File: src/rtl/row_shadow_pkg.sv
package row_shadow_pkg;
   typedef enum logic [1:0] {
      OUTC_HIT        = 2'd0,
      OUTC_MISS_CLEAN = 2'd1,
      OUTC_MISS_DIRTY = 2'd2
   } outcome_e;
endpackage

File: src/rtl/rst_line_split.sv
// Splits a line address into bank index, row index and a tracked-region flag.
module rst_line_split #(
   parameter int LINE_W     = 15,
   parameter int ROW_W      = 9,
   parameter int BANK_IDX_W = 3
) (
   input  logic [LINE_W-1:0]     line_i,
   output logic [BANK_IDX_W-1:0] bank_o,
   output logic [ROW_W-1:0]      row_o,
   output logic                  in_range_o
);
   localparam int TRACK_TOP = ROW_W + BANK_IDX_W;

   assign row_o  = line_i[ROW_W-1:0];
   assign bank_o = line_i[TRACK_TOP-1:ROW_W];

   generate
      if (LINE_W > TRACK_TOP) begin : g_upper
         assign in_range_o = ~|line_i[LINE_W-1:TRACK_TOP];
      end else begin : g_full
         assign in_range_o = 1'b1;
      end
   endgenerate
endmodule

File: src/rtl/rst_bank_slot.sv
// Shadow state of one bank: valid flag, dirty flag and open row number.
module rst_bank_slot #(
   parameter int ROW_W = 9
) (
   input  logic             clk,
   input  logic             rst_n,
   input  logic             sel_i,
   input  logic [ROW_W-1:0] row_i,
   input  logic             write_i,
   input  logic             inval_i,
   input  logic             force_i,
   output logic             valid_o,
   output logic             dirty_o,
   output logic             hit_o
);
   logic [ROW_W-1:0] open_row_q;
   logic             valid_q;
   logic             dirty_q;

   assign hit_o   = valid_q && (open_row_q == row_i);
   assign valid_o = valid_q;
   assign dirty_o = dirty_q;

   always_ff @(posedge clk) begin
      if (!rst_n) begin
         valid_q    <= 1'b0;
         dirty_q    <= 1'b0;
         open_row_q <= '0;
      end else if (force_i) begin
         valid_q <= 1'b0;
         dirty_q <= 1'b1;
      end else begin
         if (sel_i) begin
            if (hit_o) begin
               dirty_q <= dirty_q | write_i;
            end else begin
               valid_q    <= 1'b1;
               open_row_q <= row_i;
               dirty_q    <= 1'b0;
            end
         end
         if (inval_i) begin
            valid_q <= 1'b0;
         end
      end
   end
endmodule

File: src/rtl/rst_outcome_eval.sv
// Classifies a request from the selected bank's state.
module rst_outcome_eval
   import row_shadow_pkg::*;
#(
   parameter int DELAY_W     = 8,
   parameter int CLEAN_DELAY = 6,
   parameter int DIRTY_DELAY = 9
) (
   input  logic               in_range_i,
   input  logic               bank_hit_i,
   input  logic               bank_dirty_i,
   output outcome_e           outc_o,
   output logic [DELAY_W-1:0] delay_o
);
   localparam logic [DELAY_W-1:0] CLEAN_D = DELAY_W'(CLEAN_DELAY);
   localparam logic [DELAY_W-1:0] DIRTY_D = DELAY_W'(DIRTY_DELAY);

   always_comb begin
      if (!in_range_i || bank_hit_i) begin
         outc_o  = OUTC_HIT;
         delay_o = '0;
      end else if (bank_dirty_i) begin
         outc_o  = OUTC_MISS_DIRTY;
         delay_o = DIRTY_D;
      end else begin
         outc_o  = OUTC_MISS_CLEAN;
         delay_o = CLEAN_D;
      end
   end
endmodule

File: src/rtl/rst_retry_timer.sv
// Counts down a miss penalty and pulses when the resend is due.
module rst_retry_timer #(
   parameter int DELAY_W = 8
) (
   input  logic               clk,
   input  logic               rst_n,
   input  logic               load_i,
   input  logic [DELAY_W-1:0] load_val_i,
   output logic               pending_o,
   output logic               fire_o
);
   logic [DELAY_W-1:0] cnt_q;
   logic               fire_q;

   always_ff @(posedge clk) begin
      if (!rst_n) begin
         cnt_q  <= '0;
         fire_q <= 1'b0;
      end else if (load_i) begin
         cnt_q  <= load_val_i;
         fire_q <= 1'b0;
      end else begin
         fire_q <= (cnt_q == DELAY_W'(1));
         if (cnt_q != '0) begin
            cnt_q <= cnt_q - DELAY_W'(1);
         end
      end
   end

   assign pending_o = (cnt_q != '0);
   assign fire_o    = fire_q;
endmodule

File: src/rtl/row_shadow_tracker.sv
module row_shadow_tracker
   import row_shadow_pkg::*;
#(
   parameter int NUM_BANKS   = 8,
   parameter int ADDR_W      = 26,
   parameter int BANK_LOG2   = 20,
   parameter int ROW_LOG2    = 11,
   parameter int DELAY_W     = 8,
   parameter int CLEAN_DELAY = 6,
   parameter int DIRTY_DELAY = 9,
   localparam int LINE_W     = ADDR_W - ROW_LOG2,
   localparam int STAT_W     = 2 * NUM_BANKS
) (
   input  logic               clk,
   input  logic               rst_n,
   input  logic               req_valid,
   input  logic [LINE_W-1:0]  req_line,
   input  logic               req_write,
   input  logic               refresh_done,
   input  logic               status_wr,
   output logic               pred_valid,
   output logic               pred_hit,
   output logic               pred_miss_clean,
   output logic               pred_miss_dirty,
   output logic               nack_expected,
   output logic               out_of_range,
   output logic [DELAY_W-1:0] retry_delay,
   output logic               retry_pending,
   output logic               resend,
   output logic [STAT_W-1:0]  status_rd
);
   localparam int BANK_IDX_W = (NUM_BANKS > 1) ? $clog2(NUM_BANKS) : 1;
   localparam int ROW_W      = BANK_LOG2 - ROW_LOG2;

   initial begin
      if ((1 << BANK_IDX_W) != NUM_BANKS)
         $fatal(1, "NUM_BANKS must be a power of two of at least 2");
      if (LINE_W < ROW_W + BANK_IDX_W)
         $fatal(1, "ADDR_W too small for the tracked region");
      if (CLEAN_DELAY < 1 || DIRTY_DELAY < 1)
         $fatal(1, "retry delays must be at least 1");
      if (CLEAN_DELAY >= (1 << DELAY_W) || DIRTY_DELAY >= (1 << DELAY_W))
         $fatal(1, "retry delays do not fit DELAY_W");
   end

   logic [BANK_IDX_W-1:0] bank_idx;
   logic [ROW_W-1:0]      row_idx;
   logic                  in_range;

   rst_line_split #(
      .LINE_W     (LINE_W),
      .ROW_W      (ROW_W),
      .BANK_IDX_W (BANK_IDX_W)
   ) split_i (
      .line_i     (req_line),
      .bank_o     (bank_idx),
      .row_o      (row_idx),
      .in_range_o (in_range)
   );

   logic [NUM_BANKS-1:0] valid_vec;
   logic [NUM_BANKS-1:0] dirty_vec;
   logic [NUM_BANKS-1:0] hit_vec;

   generate
      for (genvar b = 0; b < NUM_BANKS; b++) begin : g_bank
         logic sel;
         assign sel = req_valid && in_range && (bank_idx == BANK_IDX_W'(b));
         rst_bank_slot #(.ROW_W(ROW_W)) slot_i (
            .clk     (clk),
            .rst_n   (rst_n),
            .sel_i   (sel),
            .row_i   (row_idx),
            .write_i (req_write),
            .inval_i (refresh_done),
            .force_i (status_wr),
            .valid_o (valid_vec[b]),
            .dirty_o (dirty_vec[b]),
            .hit_o   (hit_vec[b])
         );
      end
   endgenerate

   outcome_e           outc;
   logic [DELAY_W-1:0] delay_nxt;

   rst_outcome_eval #(
      .DELAY_W     (DELAY_W),
      .CLEAN_DELAY (CLEAN_DELAY),
      .DIRTY_DELAY (DIRTY_DELAY)
   ) eval_i (
      .in_range_i   (in_range),
      .bank_hit_i   (hit_vec[bank_idx]),
      .bank_dirty_i (dirty_vec[bank_idx]),
      .outc_o       (outc),
      .delay_o      (delay_nxt)
   );

   logic is_miss;
   assign is_miss = req_valid && (outc != OUTC_HIT);

   always_ff @(posedge clk) begin
      if (!rst_n) begin
         pred_valid      <= 1'b0;
         pred_hit        <= 1'b0;
         pred_miss_clean <= 1'b0;
         pred_miss_dirty <= 1'b0;
         nack_expected   <= 1'b0;
         out_of_range    <= 1'b0;
         retry_delay     <= '0;
      end else begin
         pred_valid      <= req_valid;
         pred_hit        <= req_valid && (outc == OUTC_HIT);
         pred_miss_clean <= req_valid && (outc == OUTC_MISS_CLEAN);
         pred_miss_dirty <= req_valid && (outc == OUTC_MISS_DIRTY);
         nack_expected   <= is_miss;
         out_of_range    <= req_valid && !in_range;
         retry_delay     <= req_valid ? delay_nxt : '0;
      end
   end

   rst_retry_timer #(.DELAY_W(DELAY_W)) timer_i (
      .clk        (clk),
      .rst_n      (rst_n),
      .load_i     (is_miss),
      .load_val_i (delay_nxt),
      .pending_o  (retry_pending),
      .fire_o     (resend)
   );

   assign status_rd = {dirty_vec, valid_vec};
endmodule

File: config.mk
export PLATFORM = sky130hd
export DESIGN_NAME = row_shadow_tracker
export DESIGN_NICKNAME = d
export VERILOG_FILES = /design/src/rtl/row_shadow_pkg.sv /design/src/rtl/rst_line_split.sv /design/src/rtl/rst_bank_slot.sv /design/src/rtl/rst_outcome_eval.sv /design/src/rtl/rst_retry_timer.sv /design/src/rtl/row_shadow_tracker.sv
export SDC_FILE = /design/constraint.sdc
export NUM_CORES = 1
export LEC_CHECK = 0
export ABC_AREA = 1
export BUFFER_PORTS_ARGS = -buffer_cell sky130_fd_sc_hd__buf_2
export CAP_MARGIN = 15
export CORE_ASPECT_RATIO = 1.4
export CORE_MARGIN = 1
export CORE_UTILIZATION = 45
export CTS_CLUSTER_SIZE = 20
export DETAILED_ROUTE_END_ITERATION = 12
export SLEW_MARGIN = 20
export SYNTH_ARGS = -nofsm -noshare
export SYNTH_HDL_FRONTEND = slang
export SYNTH_SLANG_ARGS = --single-unit
File: constraint.sdc
create_clock -name clk -period 4.8 [get_ports clk]
set_input_delay 0.96 -clock clk [delete_from_list [all_inputs] [get_ports clk]]
set_output_delay 0.96 -clock clk [all_outputs]
set_load 0.005 [all_outputs]
# Word level (Yosys, flattened, before mapping)
# Cells that the tools add are included.
[word_totals] register_bits=111 in_bits=21 out_inout_bits=32 word_cells=162
[op_classes] addsub=1 order_cmp=1 n_eq_ne=18 n_mux=34 n_bitwise=18 reduce_logical=57
[ops] op="9-bit equality test" count=8
[ops] op="1-bit 2-to-1 mux" count=26
[ops] op="8-bit 2-to-1 mux" count=3
[ops] op="3-bit AND reduction" count=8
[ops] op="1-bit logical AND" count=22
[ops] op="2-bit nonzero test" count=10
[ops] op="2-bit AND reduction" count=9
[ops] op="3-bit equality test (second input constant)" count=4
[ops] op="1-bit inverter" count=10
[ops] op="8-bit by 1-bit equality test with 1-bit output (second input constant)" count=1
[ops] op="1-bit bitwise OR" count=8
[ops] op="8-bit nonzero test" count=1
[ops] op="8-bit by 1-bit subtractor with 8-bit output (second input constant)" count=1
[ops] op="1-bit binary-select mux with 3-bit select" count=2
[ops] op="3-bit by 2-bit equality test with 1-bit output (second input constant)" count=2
[ops] op="3-bit OR reduction" count=2
[ops] op="3-bit by 4-bit less-than comparator with 1-bit output (second input constant)" count=1
[ops] op="2-bit 2-to-1 mux" count=2
[ops] op="4-bit 2-to-1 mux" count=1
[ops] op="3-bit by 1-bit equality test with 1-bit output (second input constant)" count=1
[ops] op="3-bit logical NOT" count=1
[ops] op="2-bit by 1-bit equality test with 1-bit output (second input constant)" count=1
[ops] op="2-bit equality test (second input constant)" count=1
[ops] op="2-bit logical NOT" count=1
[ops] op="other kinds (3)" count=3

# Depth between registers and ports, before layout
[depth] word_depth=9 ltp_mapped=16 ltp_nobuf=14

# Cells and area by module
# From an unflattened synthesis, not the netlist that was laid out.
[unflattened] hier_cells=1142 area_unflattened_um2=7083.0
[by_module_without_submodules] mod="rst_bank_slot" instances=8 cells_each=116 area_per_inst_um2=713.2 seq_area_each_um2=220.2
[by_module_without_submodules] mod="row_shadow_tracker" instances=1 cells_each=105 area_per_inst_um2=635.6 seq_area_each_um2=280.3
[by_module_without_submodules] mod="rst_retry_timer" instances=1 cells_each=79 area_per_inst_um2=551.8 seq_area_each_um2=180.2
[by_module_without_submodules] mod="rst_line_split" instances=1 cells_each=16 area_per_inst_um2=107.6 seq_area_each_um2=0.0
[by_module_without_submodules] mod="rst_outcome_eval" instances=1 cells_each=14 area_per_inst_um2=82.6 seq_area_each_um2=0.0

# Least setup slack after synthesis
# OpenSTA, ideal clock, no wires.
[synth_timing] path_kind="input -> register" from="input req_line[8]" to="register timer_i.cnt_q[1]" setup_ps=113 arrival_ps=2218 t_required_ps=4687 path_slack_ps=2470 path_stages=14 path_buffers=2 path_cell_list="buf_4 > buf_6 > o21ai_0 > nor2_1 > nand2_1 > nor2_1 > nand3_1 > nand2_1 > o21ai_4 > nand4_2 > nand3_1 > nand2_1 > nand2_1 > nand2_1"
[synth_between] elab_chain_cells=9 word_cells_on_any_way=25 cone_classes="8 x eq/ne; 5 x mux; 12 x reduce/logical"
[synth_rtl] item="start, declared" line="row_shadow_tracker.sv:17" text="input logic [LINE_W-1:0] req_line,"
[synth_rtl] item="9-bit equality test" line="rst_bank_slot.sv:20" text="assign hit_o = valid_q && (open_row_q == row_i);"
[synth_rtl] item="1-bit logical AND" line="rst_bank_slot.sv:20"
[synth_rtl] item="1-bit binary-select mux with 3-bit select *" line="row_shadow_tracker.sv:93" text=".bank_hit_i (hit_vec[bank_idx]),"
[synth_rtl] item="1-bit 2-to-1 mux (implied by the code) *" line="row_shadow_tracker.sv:93"
[synth_rtl] item="1-bit logical OR *" line="rst_outcome_eval.sv:19" text="if (!in_range_i || bank_hit_i) begin"
[synth_rtl] item="2-bit 2-to-1 mux" line="rst_outcome_eval.sv:19"
[synth_rtl] item="2-bit nonzero test" line="row_shadow_tracker.sv:100" text="assign is_miss = req_valid && (outc != OUTC_HIT);"
[synth_rtl] item="1-bit logical AND" line="row_shadow_tracker.sv:100"
[synth_rtl] item="8-bit 2-to-1 mux / 2-bit nonzero test (equally long branches)"
[synth_rtl] item="end signal, assigned" line="rst_retry_timer.sv:20" text="cnt_q <= load_val_i;"
[synth_rtl] item="end signal, assigned" line="rst_retry_timer.sv:25" text="cnt_q <= cnt_q - DELAY_W'(1);"
[synth_rtl] item="end, declared" line="rst_retry_timer.sv:12" text="logic [DELAY_W-1:0] cnt_q;"
# Mark *: on every way between the ends. The rest lies on a longest branch, timed or not. The select of a mux whose other input is x is not followed.
# A chain may end at the register's enable or synchronous reset.

# Worst setup path in the final report
[layout_timing] from="input req_line[0]" to="register g_bank[5].slot_i.open_row_q[2]"
[layout_between] elab_chain_cells=4
[layout_rtl] item="9-bit equality test" line="rst_bank_slot.sv:20"
[layout_rtl] item="1-bit logical AND" line="rst_bank_slot.sv:20"
[layout_rtl] item="1-bit inverter (no source line)"
[layout_rtl] item="3-bit AND reduction (no source line)"
[layout_rtl] item="end signal, assigned" line="rst_bank_slot.sv:38" text="open_row_q <= row_i;"
[layout_rtl] item="end, declared" line="rst_bank_slot.sv:16" text="logic [ROW_W-1:0] open_row_q;"
# No other way between the ends.

==> reports/metrics.csv <==
stage;metric;value;unit
setup_path;Critical Path Source Type;primary input;
logic_synthesis;area leader, netlist;dfxtp_1;
pwr;Net Switching;573.5;uW
cells_and_area;non-filler instance count after layout;899;
floorplanning;full die area;12500;sq um
logic_synthesis;Ys Warns;0;
logic_synthesis;Seq cells post-synth;105;
min_path;Hold Path Class;flop to flop;
clock_tree;CTS max path bufs;2;
logic_synthesis;syn avg cell area;7.316;sq um
placement;HPWL Detailed;10050;um
flow_run;Max Cap Viol;0;
timing;final slew viol count;0;
setup_path;CP top delay family;compound AO/OA/AOI/OAI gates;
logic_synthesis;EDFF count, synth;0;
logic_synthesis;Post-Syn Area;5421;sq um
timing;Setup Skew;5.965;ps
timing;Final Hold Viols;0;
clock_tree;Worst-Skew Late Latency;350;ps
clock_tree;H-Tree Level Count;3;
cells_and_area;sequential cell area;2102;sq um
setup_path;cell mode on critical path;nand2_1;
pwr;VDD IR-drop max;0.2366;mV
cells_and_area;share of cells above drive strength 1;0.1503;
logic_synthesis;Most used DFF post-synth;dfxtp_1;
floorplanning;die width;94.77;um
clock_tree;CTS root buf;clkbuf_16;
timing;RSZ-0062 raised after global routing;false;
timing;Slew HR;0.3369;
clock_tree;post-CTS sizing;0;
grt;first-pass GRT wire length;22710;um
logic_synthesis;number of different library cells in the post-synthesis netlist;44;
floorplanning;Die Ht;131.9;um
pwr;sequential share of power;0.456;
placement;IO Port Bufs;48;
setup_path;CP bufs+invs;2;
grt;largest net degree at the start of global routing;78;
routing;via count;4703;
timing;Period minus WS final;2777;ps
clock_tree;CTS Sinks;105;
clock_tree;CTS buffer count;9;
cells_and_area;commonest non-fill, non-tap cell in the layout;nand2_1;
timing;Worst Max-Slew Pin Slew;992.8;ps
setup_path;CP required;5080;ps
setup_path;Max FO, Critical Path;19;
timing;final setup vio count;0;
pwr;Net Sw Frac;0.2798;
outcome;status;completed;
grt;grt ovf;0;
floorplanning;core footprint;11760;sq um
setup_path;Crit Path Class;primary input to flop;
routing;Via density;5.231;
routing;DRT Pass-1 Iters;5;
cells_and_area;most frequent cells in the layout;nand2_1, dfxtp_1, nor2_1, o21ai_0, a21oi_1;
setup_path;Arr. time, crit path;3060;ps
cells_and_area;nets;771;
grt;number of global-route vias before repair;4350;
routing;detailed-route wire length per cell;16.04;um
logic_synthesis;Yosys top cell area share;0.3877;
timing;Final period util;0.5785;
timing;Fmax;360.1;MHz
placement;Inst Count DP;884;
pwr;clock group share of total power;0.385;
placement;gpl congestion;0.8608;
pwr;Int Power;1.477;mW
routing;antenna-violating nets left;0;
clock_tree;Post-CTS Setup Inserts;0;
grt;GRT Overall Usage;0.2394;
clock_tree;Clock Pin Slew Worst Setup and Hold Paths;70;ps
clock_tree;CTS tree;done;
logic_synthesis;sequential fraction of the synthesis area;0.3877;
setup_path;CP max-delay cell;a211oi_2;
routing;Iteration-0 DRC Markers;315;
pwr;Leakage;2.381;nW
pwr;Comb power frac;0.159;
cells_and_area;Multi-input gate area;2674;sq um
routing;drt total wl;14420;um
floorplanning;row count;47;
setup_path;Worst Setup End Kind;flop;
grt;initial antenna violation count;0;
setup_path;CP cell instances;buf_2, inv_1, nand2_1, nand2_1, nor2_1, nand2_1, nor2_2, a211oi_2, o21ai_0, a21oi_1;
routing;DRC Markers;0;
cells_and_area;Fill cells;1217;
timing;setup TNS;0;ps
pwr;PwrDens;355.5;nW/um^2
cells_and_area;# diodes;0;
clock_tree;cts hold-fix bufs;0;
floorplanning;initial core utilization;0.4610;
setup_path;peak per-stage delay on the critical path;810;ps
cells_and_area;synthesis-to-layout area growth;6.370;%
floorplanning;num ports;53;
logic_synthesis;Synth Instances;741;
logic_synthesis;ys async rst share;0;
logic_synthesis;Area contributors post-synth;dfxtp_1, nand2_1, o21ai_0, a21oi_1, nor2_1;
[cell families (layout without fill, tap and decap cells)]
group | count (synthesis) | after routing | synth area share
AO/OA/AOI/OAI | 185 | 185 | 0.1862
XOR/XNOR | 34 | 34 | 0.05493
adder cells (fa/ha/maj) | 2 | 2 | 0.004615
buffers and inverters | 122 | 130 | 0.1212
flip-flops | 105 | 105 | 0.3877
other | 1 | 4 | 0.0006917
AND/OR/NAND/NOR | 292 | 292 | 0.2446
[power by group through the flow]
stage	clock network [mW]	registers (mW)	logic (mW)
floorplan	0	0.947	0.255
detailed placement	0	0.955	0.327
global route	0.838	0.939	0.377
CTS	0.802	0.935	0.329
global placement	0	0.954	0.321
finish	0.789	0.935	0.326
[final timing paths]
path,from,to,slack (ps),depth (start not counted)
worst min register to register,g_bank[6].slot_i.open_row_q[7]$_SDFFE_PN0P_,g_bank[6].slot_i.open_row_q[7]$_SDFFE_PN0P_,470,2
worst max-delay path,req_line[0],g_bank[5].slot_i.open_row_q[2]$_SDFFE_PN0P_,2020,10
worst max register to register,g_bank[3].slot_i.open_row_q[0]$_SDFFE_PN0P_,g_bank[3].slot_i.open_row_q[6]$_SDFFE_PN0P_,2890,10
worst min-delay path,g_bank[6].slot_i.open_row_q[7]$_SDFFE_PN0P_,g_bank[6].slot_i.open_row_q[7]$_SDFFE_PN0P_,470,2
[worst reg2reg max path, cell delays in order (launching register included)]
cell     delay [ps]
dfxtp_1         300
inv_1            80
nor2_1           70
nor4_1          280
nand4_1         120
nor2_1          110
nand3_1          70
nand3_1         370
inv_1           200
nor2_1          140
nor2_1           60
[state kept, by name, indices dropped and copies added, names as in the netlist]
signal	flops
g_bank.slot_i.open_row_q	72
g_bank.slot_i.dirty_o	8
g_bank.slot_i.valid_o	8
timer_i.cnt_q	8
retry_delay	2
nack_expected	1
out_of_range	1
pred_hit	1
pred_miss_clean	1
pred_miss_dirty	1
pred_valid	1
timer_i.fire_o	1
[Yosys cell counts (2+ instances only)]
cell,count
nand2_1,134
dfxtp_1,105
nor2_1,77
o21ai_0,77
a21oi_1,76
inv_1,52
buf_4,31
xnor2_1,30
nand3_1,25
inv_2,13
o21ai_1,12
buf_6,10
clkbuf_1,10
nor2_2,9
nand4_1,8
a211oi_1,7
nor3_1,6
nand3_2,5
nor4_1,5
or2_2,5
buf_2,4
o21ai_2,4
or2_1,4
xor2_1,4
nand2_2,3
a211oi_2,2
a22oi_1,2
and2_1,2
ha_1,2
nand3b_1,2
nor3_4,2
[metrics by stage]
stage	instance area (sq um)	hold WS [ps]	utilization	total power, mW	worst slack (ps)
after floorplan	5433	440.0	-	1.202	2470
after global placement	5458	455.9	0.4640	1.275	1754
after detailed placement	5458	462.1	0.4640	1.282	1687
after CTS	5767	473.7	0.4903	2.065	2037
after global routing	5767	491.1	0.4903	2.154	1834
final	5767	470.1	0.4903	2.050	2023
[cell type report]
type                    instances  share of cell area
repair buffers                 49             0.04296
inverters                      66             0.04339
flip-flops and latches        105              0.3645
well taps                     147             0.03189
clock inverters                 6             0.01454
clock buffers                   9             0.03905
multi-input cells             517              0.4637
[per-layer routing]
layer  part of all wire  up-vias  track usage
li1                   -     2403            -
met1               0.45     2158       0.3188
met2               0.48      123       0.3917
met3              0.048       19      0.03518
met4              0.019        0      0.07997
met5                  0        -            0
No activity file was read; power rests on OpenSTA's default activity.
